===== config.mk =====
export PLATFORM = sky130hd
export DESIGN_NAME = pwm_script_loader
export DESIGN_NICKNAME = d
export VERILOG_FILES = /design/src/rtl/pwm_ldr_pkg.sv /design/src/rtl/pwm_script_ram.sv /design/src/rtl/pwm_cmd_fsm.sv /design/src/rtl/pwm_eng_ctl.sv /design/src/rtl/pwm_script_loader.sv
export SDC_FILE = /design/constraint.sdc
export NUM_CORES = 2
export LEC_CHECK = 0
export BUFFER_PORTS_ARGS = -buffer_cell sky130_fd_sc_hd__buf_4
export CAP_MARGIN = 10
export CORE_MARGIN = 5
export CORE_UTILIZATION = 25
export DETAILED_ROUTE_END_ITERATION = 8
export PLACE_DENSITY_LB_ADDON = 0.3
export SYNTH_ARGS = -nofsm -noshare
export SYNTH_HDL_FRONTEND = slang
export SYNTH_HIERARCHICAL = 1
export SYNTH_SLANG_ARGS = --single-unit
export TNS_END_PERCENT = 5

===== constraint.sdc =====
create_clock -name clk -period 5.45 [get_ports clk]
set_input_delay 1.09 -clock clk [delete_from_list [all_inputs] [get_ports clk]]
set_output_delay 1.09 -clock clk [all_outputs]
set_load 0.05 [all_outputs]

===== src/rtl/pwm_ldr_pkg.sv =====
package pwm_ldr_pkg;

    typedef enum logic [2:0] {
        ST_IDLE,
        ST_ADDR,
        ST_HI,
        ST_LO,
        ST_LAUNCH,
        ST_HALT
    } ldr_state_e;

    // engine select field must be non-zero
    function automatic logic sel_ok(input logic [7:0] b);
        return b[1:0] != 2'b00;
    endfunction

    // select non-zero and slot inside the legal range
    function automatic logic slot_ok(input logic [7:0] b, input int unsigned lim);
        return (b[1:0] != 2'b00) && (32'(b[7:2]) <= lim);
    endfunction

endpackage


===== src/rtl/pwm_script_ram.sv =====
module pwm_script_ram #(
    parameter int ADDR_W = 8,
    parameter int DATA_W = 16
) (
    input  logic              clk,
    input  logic [1:0]        wr_be,
    input  logic [ADDR_W-1:0] wr_addr,
    input  logic [DATA_W-1:0] wr_data,
    input  logic [ADDR_W-1:0] rd_addr,
    output logic [DATA_W-1:0] rd_data
);
    localparam int DEPTH  = 1 << ADDR_W;
    localparam int HALF_W = DATA_W / 2;

    logic [DATA_W-1:0] mem [DEPTH];

    always_ff @(posedge clk) begin
        if (wr_be[1]) mem[wr_addr][DATA_W-1:HALF_W] <= wr_data[DATA_W-1:HALF_W];
        if (wr_be[0]) mem[wr_addr][HALF_W-1:0]      <= wr_data[HALF_W-1:0];
        rd_data <= mem[rd_addr];
    end
endmodule


===== src/rtl/pwm_cmd_fsm.sv =====
module pwm_cmd_fsm
    import pwm_ldr_pkg::*;
#(
    parameter logic [7:0]  OP_WRITE  = 8'h01,
    parameter logic [7:0]  OP_LAUNCH = 8'h02,
    parameter logic [7:0]  OP_HALT   = 8'h03,
    parameter int unsigned MAX_SLOT  = 59
) (
    input  logic        clk,
    input  logic        rst_n,
    input  logic        byte_valid,
    input  logic        byte_first,
    input  logic [7:0]  byte_data,
    output logic [1:0]  wr_be,
    output logic [7:0]  wr_addr,
    output logic [15:0] wr_data,
    output logic        launch_go,
    output logic        halt_go,
    output logic [1:0]  cmd_sel,
    output logic [5:0]  cmd_slot,
    output logic        cmd_bad
);
    ldr_state_e state, state_nx;
    logic [7:0] ptr;

    // next-state logic
    always_comb begin
        state_nx = state;
        if (byte_valid) begin
            if (byte_first) begin
                if (byte_data == OP_WRITE)       state_nx = ST_ADDR;
                else if (byte_data == OP_LAUNCH) state_nx = ST_LAUNCH;
                else if (byte_data == OP_HALT)   state_nx = ST_HALT;
                else                             state_nx = ST_IDLE;
            end else begin
                unique case (state)
                    ST_IDLE:   state_nx = ST_IDLE;
                    ST_ADDR:   state_nx = slot_ok(byte_data, MAX_SLOT) ? ST_HI : ST_IDLE;
                    ST_HI:     state_nx = ST_LO;
                    ST_LO:     state_nx = ST_IDLE;
                    ST_LAUNCH: state_nx = ST_IDLE;
                    ST_HALT:   state_nx = ST_IDLE;
                    default:   state_nx = ST_IDLE;
                endcase
            end
        end
    end

    // state register and held word pointer
    always_ff @(posedge clk or negedge rst_n) begin
        if (!rst_n) begin
            state <= ST_IDLE;
            ptr   <= '0;
        end else begin
            state <= state_nx;
            if (byte_valid && !byte_first && state == ST_ADDR) ptr <= byte_data;
        end
    end

    // outputs
    always_comb begin
        wr_be     = 2'b00;
        wr_addr   = ptr;
        wr_data   = '0;
        launch_go = 1'b0;
        halt_go   = 1'b0;
        cmd_bad   = 1'b0;
        cmd_sel   = byte_data[1:0];
        cmd_slot  = byte_data[7:2];
        if (byte_valid && !byte_first) begin
            unique case (state)
                ST_IDLE: ;
                ST_ADDR: begin
                    wr_addr = byte_data;
                    if (slot_ok(byte_data, MAX_SLOT)) wr_be = 2'b11;
                    else                              cmd_bad = 1'b1;
                end
                ST_HI: begin
                    wr_be   = 2'b10;
                    wr_data = {byte_data, 8'h00};
                end
                ST_LO: begin
                    wr_be   = 2'b01;
                    wr_data = {8'h00, byte_data};
                end
                ST_LAUNCH: begin
                    if (slot_ok(byte_data, MAX_SLOT)) launch_go = 1'b1;
                    else                              cmd_bad   = 1'b1;
                end
                ST_HALT: begin
                    if (sel_ok(byte_data)) halt_go = 1'b1;
                    else                   cmd_bad = 1'b1;
                end
                default: ;
            endcase
        end
    end
endmodule


===== src/rtl/pwm_eng_ctl.sv =====
module pwm_eng_ctl #(
    parameter int NUM_ENG = 3,
    parameter int SLOT_W  = 6
) (
    input  logic                      clk,
    input  logic                      rst_n,
    input  logic                      launch_go,
    input  logic                      halt_go,
    input  logic [1:0]                cmd_sel,
    input  logic [SLOT_W-1:0]         cmd_slot,
    input  logic                      cmd_bad,
    input  logic [NUM_ENG-1:0]        eng_done,
    input  logic                      irq_ack,
    output logic [NUM_ENG-1:0]        run,
    output logic [NUM_ENG*SLOT_W-1:0] start_addr,
    output logic [NUM_ENG-1:0]        end_irq,
    output logic                      bad_param
);
    always_ff @(posedge clk or negedge rst_n) begin
        if (!rst_n) bad_param <= 1'b0;
        else        bad_param <= cmd_bad;
    end

    for (genvar g = 0; g < NUM_ENG; g++) begin : g_eng
        logic hit;
        assign hit = (int'(cmd_sel) == g + 1);

        always_ff @(posedge clk or negedge rst_n) begin
            if (!rst_n) begin
                run[g]                       <= 1'b0;
                start_addr[g*SLOT_W +: SLOT_W] <= '0;
                end_irq[g]                   <= 1'b0;
            end else begin
                if (launch_go && hit) begin
                    run[g]                       <= 1'b1;
                    start_addr[g*SLOT_W +: SLOT_W] <= cmd_slot;
                end else if ((halt_go && hit) || eng_done[g]) begin
                    run[g] <= 1'b0;
                end
                if (eng_done[g])  end_irq[g] <= 1'b1;
                else if (irq_ack) end_irq[g] <= 1'b0;
            end
        end
    end
endmodule


===== src/rtl/pwm_script_loader.sv =====
module pwm_script_loader #(
    parameter int          NUM_ENG   = 3,
    parameter int          ADDR_W    = 8,
    parameter int          DATA_W    = 16,
    parameter int          SLOT_W    = 6,
    parameter int unsigned MAX_SLOT  = 59,
    parameter logic [7:0]  OP_WRITE  = 8'h01,
    parameter logic [7:0]  OP_LAUNCH = 8'h02,
    parameter logic [7:0]  OP_HALT   = 8'h03
) (
    input  logic                      clk,
    input  logic                      rst_n,
    input  logic                      byte_valid,
    input  logic                      byte_first,
    input  logic [7:0]                byte_data,
    input  logic [NUM_ENG-1:0]        eng_done,
    input  logic                      irq_ack,
    input  logic [ADDR_W-1:0]         rd_addr,
    output logic [DATA_W-1:0]         rd_data,
    output logic [NUM_ENG-1:0]        run,
    output logic [NUM_ENG*SLOT_W-1:0] start_addr,
    output logic [NUM_ENG-1:0]        end_irq,
    output logic                      bad_param
);
    logic [1:0]        wr_be;
    logic [7:0]        wr_addr;
    logic [15:0]       wr_data;
    logic              launch_go, halt_go, cmd_bad;
    logic [1:0]        cmd_sel;
    logic [5:0]        cmd_slot;

    pwm_cmd_fsm #(
        .OP_WRITE(OP_WRITE), .OP_LAUNCH(OP_LAUNCH), .OP_HALT(OP_HALT), .MAX_SLOT(MAX_SLOT)
    ) u_fsm (
        .clk(clk), .rst_n(rst_n),
        .byte_valid(byte_valid), .byte_first(byte_first), .byte_data(byte_data),
        .wr_be(wr_be), .wr_addr(wr_addr), .wr_data(wr_data),
        .launch_go(launch_go), .halt_go(halt_go),
        .cmd_sel(cmd_sel), .cmd_slot(cmd_slot), .cmd_bad(cmd_bad)
    );

    pwm_script_ram #(.ADDR_W(ADDR_W), .DATA_W(DATA_W)) u_ram (
        .clk(clk), .wr_be(wr_be), .wr_addr(wr_addr[ADDR_W-1:0]),
        .wr_data(wr_data[DATA_W-1:0]), .rd_addr(rd_addr), .rd_data(rd_data)
    );

    pwm_eng_ctl #(.NUM_ENG(NUM_ENG), .SLOT_W(SLOT_W)) u_ctl (
        .clk(clk), .rst_n(rst_n),
        .launch_go(launch_go), .halt_go(halt_go), .cmd_sel(cmd_sel),
        .cmd_slot(cmd_slot[SLOT_W-1:0]), .cmd_bad(cmd_bad),
        .eng_done(eng_done), .irq_ack(irq_ack),
        .run(run), .start_addr(start_addr), .end_irq(end_irq), .bad_param(bad_param)
    );
endmodule


==> impl_summary.txt <==
----------------------------------------------------
[Drt]
  Vias per cell ... 4.705
  Number of remaining DRC errors ... 0
  Routed Antenna Nets ... 0
  Routed WL per cell ... 26.48 um
  Number of design-rule violations left by the first detailed-router iteration ... 8596
  Total vias in the final route ... 80868
  First-pass DRT Iterations ... 6
  Total wirelength of the detailed-routed design ... 455.2 mm

[STA]
  Worst relative slew slack ... 0.1675
  Max Clock Freq ... 241.7 MHz
  RSZ-0062 raised after global routing ... false
  Slack of the critical path ... 1312 ps
  Max-slew violations ... 0
  Slew of the pin with the lowest slew margin ... 1245 ps
  Final count of hold timing violations ... 0
  Minimum clock period ... 4138 ps
  Post-route clock skew ... 124.8 ps
  Final Cycle Share ... 0.7593
  Final-report setup violation count ... 0

[Critical path]
  Crit Path Category ... flip-flop to flip-flop
  Family of cells with the greatest summed delay on the critical path ... simple AND/OR/NAND/NOR gates
  Depth of the critical timing path with buffers and inverters included ... 8
  Kind of start point of the critical path ... flip-flop
  Dominant cell type by count on the critical path ... buf_4
  Largest driver fanout on the critical path ... 16
  Max incr delay on CP ... 880 ps
  Number of cells on the worst reg-to-reg path ... 8
  Data arrival time of the critical path ... 4700 ps
  Nature of the critical path endpoint ... flip-flop
  Total buffers and inverters traversed by the critical path ... 2
  Slowest cell on the critical path ... nor2_1
  Worst-path cell chain ... nor3b_4 -> nand3_4 -> buf_4 -> mux2_2 -> nor2b_1 -> buf_4 -> nand3_1 -> nor2_1
  Crit path required time ... 6010 ps

[Clocking]
  Number of gates given a new drive strength after cts ... 0
  Hold-fix buffers at CTS ... 0
  Register clock-pin slew on the reported worst setup and hold paths ... 60 ps
  Clock Latency Late Sink ... 1020 ps
  Root buffer cell ... clkbuf_16
  Number of buffers added by the clock tree synthesis step ... 416
  CTS H-tree depth ... 5
  Maximum count of clock buffers along a single path ... 4
  Post-CTS setup repair buffer count ... 0
  Clock sink total ... 4148
  Clock tree from TritonCTS ... built

[Status]
  Status ... finished clean

[Synth]
  Number of warnings printed during yosys synthesis ... 6
  Area fraction of the dominant cell type after synthesis ... 0.7604
  Most common library cells after synthesis ... edfxtp_1, mux4_2, mux2i_1
  Async set-reset flop share out of synthesis ... 0.008679
  Area of the mapped netlist ... 161800 um^2
  Count of distinct cell types in the synthesized netlist ... 62
  Dominant cell by count in the synthesized netlist ... edfxtp_1
  Flop and latch count out of synthesis ... 4148
  Most area-consuming cells after synthesis ... edfxtp_1, mux4_2, mux2i_1, o221ai_1, nor2_1
  Proportion of synthesized chip area in sequential cells ... 0.7679
  Gate count after technology mapping ... 7827
  Biggest area consumer among synthesized cells ... edfxtp_1
  Number of enable-type register cells in the synthesized netlist ... 4096
  Avg Cell Area, Syn ... 20.67 um^2
  Net count after synthesis ... 7851
  Most used flip-flop cell after synthesis ... edfxtp_1

[Floorplan]
  Die width ... 814.4 um
  Starting density of the core ... 0.2507
  # IOs ... 65
  DIE AREA ... 663200 um^2
  Total core area ... 645200 um^2
  Overall die height ... 814.4 um
  Number of standard-cell rows in the floorplan ... 295

[Pwr]
  Largest vdd supply drop ... 0.2851 mV
  Power density of the placed cells ... 349.6 nW/um^2
  Total chip power ... 65.82 mW
  Leakage dissipation ... 56.28 nW

[GRT]
  Antenna violations before repair ... 24
  Via count of the first global-routing pass ... 83197
  Sum of overflow across all layers after global routing ... 0
  Maximum number of pins on one net before global-route repair ... 105
  Wire length of the first global-routing pass ... 642.1 mm
  Overall track demand over capacity in global routing ... 0.1320

[Layout]
  Net count reported at finish ... 8250
  Syn-to-layout area delta ... 16.40%
  Layout cells sized above 1 ... 0.2373

[Placement]
  Pre-CTS worst setup slack ... 368.6 ps
  Dpl hpwl ... 286.6 mm
  Placer's final routability congestion estimate ... 0.7960
  Number of buffers added on ports ... 64

[Run]
  Maximum Capacitance Violations ... 0

[Hold path]
  Min-delay worst type ... input pin to asynchronous set/reset pin

----------------------------------------------------
[layout by cell type, fill, tap and decap left out, drive strengths merged, types with 60 or more instances in the layout]
cell type  synthesis  final
nor2             530    530
mux4             784    784
buf              214    485
clkinv             1    175
o221ai           265    265
mux2              98     98
clkbuf           292    511
nand2             60     60
edfxtp          4096   4096
o22ai            172    172
a21oi            190    190
nor3             105    105
mux2i            622    622
[report_power, final]
part	internal [mW]	switching (mW)	leakage, nW
logic	0.877	1.69	13.4
clock network	16.3	12.4	6.59
registers	34.5	0.0690	36.3
total	51.7	14.1	56.3
[routing by layer]
layer / global-route usage / share of wire
met1: 0.1852 / 0.44
met2: 0.2142 / 0.47
met3: 0.02097 / 0.066
met4: 0.03241 / 0.025
met5: 0 / 0.000048
[cell type report]
type / count / area (um^2)
fill: 62794 / 456900
multi-input combinational: 3165 / 34750
tap: 8613 / 10780
inverter: 8 / 42.54
clock inverter: 253 / 2804
timing repair buffer: 487 / 4882
antenna: 6 / 15.01
clock buffer: 509 / 10800
sequential: 4148 / 124200
[metrics by stage]
step	cells	util	hold slack, ps	setup TNS, ps	area, um^2
6_report	17189	0.2918	159.0	0	188300
5_1_grt	17183	0.2918	118.7	0	188300
4_1_cts	17182	0.2918	63.20	0	188300
3_5_place_dp	16420	0.2707	469.3	0	174700
3_3_place_gp	16420	0.2707	473.2	0	174700
2_1_floorplan	7827	-	473.6	-756680	161800
[state kept, by name, summed over array words and instances (netlist names)]
register	count
u_ram/mem	4096
u_ctl/end_irq	3
u_ctl/bad_param	1
u_ram/rd_data	16
u_fsm/ptr	8
u_ctl/start_addr	18
u_fsm/state	3
u_ctl/run	3
[worst paths after layout]
| kind | startpoint | end | slack (ps) |
|---|---|---|---|
| worst max-delay path | u_fsm/state[2]$_DFFE_PN0P_ | u_ram/mem[136][2]$_DFFE_PP_ | 1310 |
| worst min-delay path | rst_n | u_ctl/start_addr[1]$_DFFE_PN0P_ | 160 |
| worst max register to register | u_fsm/state[2]$_DFFE_PN0P_ | u_ram/mem[136][2]$_DFFE_PP_ | 1310 |
| worst min register to register | u_ctl/end_irq[2]$_DFFE_PN0P_ | u_ctl/end_irq[2]$_DFFE_PN0P_ | 490 |
| max in group asynchronous | rst_n | u_fsm/ptr[2]$_DFFE_PN0P_ | 4840 |
| min in group clk | eng_done[2] | u_ctl/end_irq[2]$_DFFE_PN0P_ | 350 |
[cells by family (layout without fill, tap and decap cells)]
kind of cell | after synthesis | count (layout) | share of synthesized area
AO/OA/AOI/OAI | 804 | 804 | 0.03540
other | 0 | 6 | 0
flip-flops | 4148 | 4148 | 0.7679
AND/OR/NAND/NOR | 857 | 857 | 0.02348
buffers and inverters | 514 | 1257 | 0.01856
multiplexers | 1504 | 1504 | 0.1546
Power figures use the tool's default switching activity.
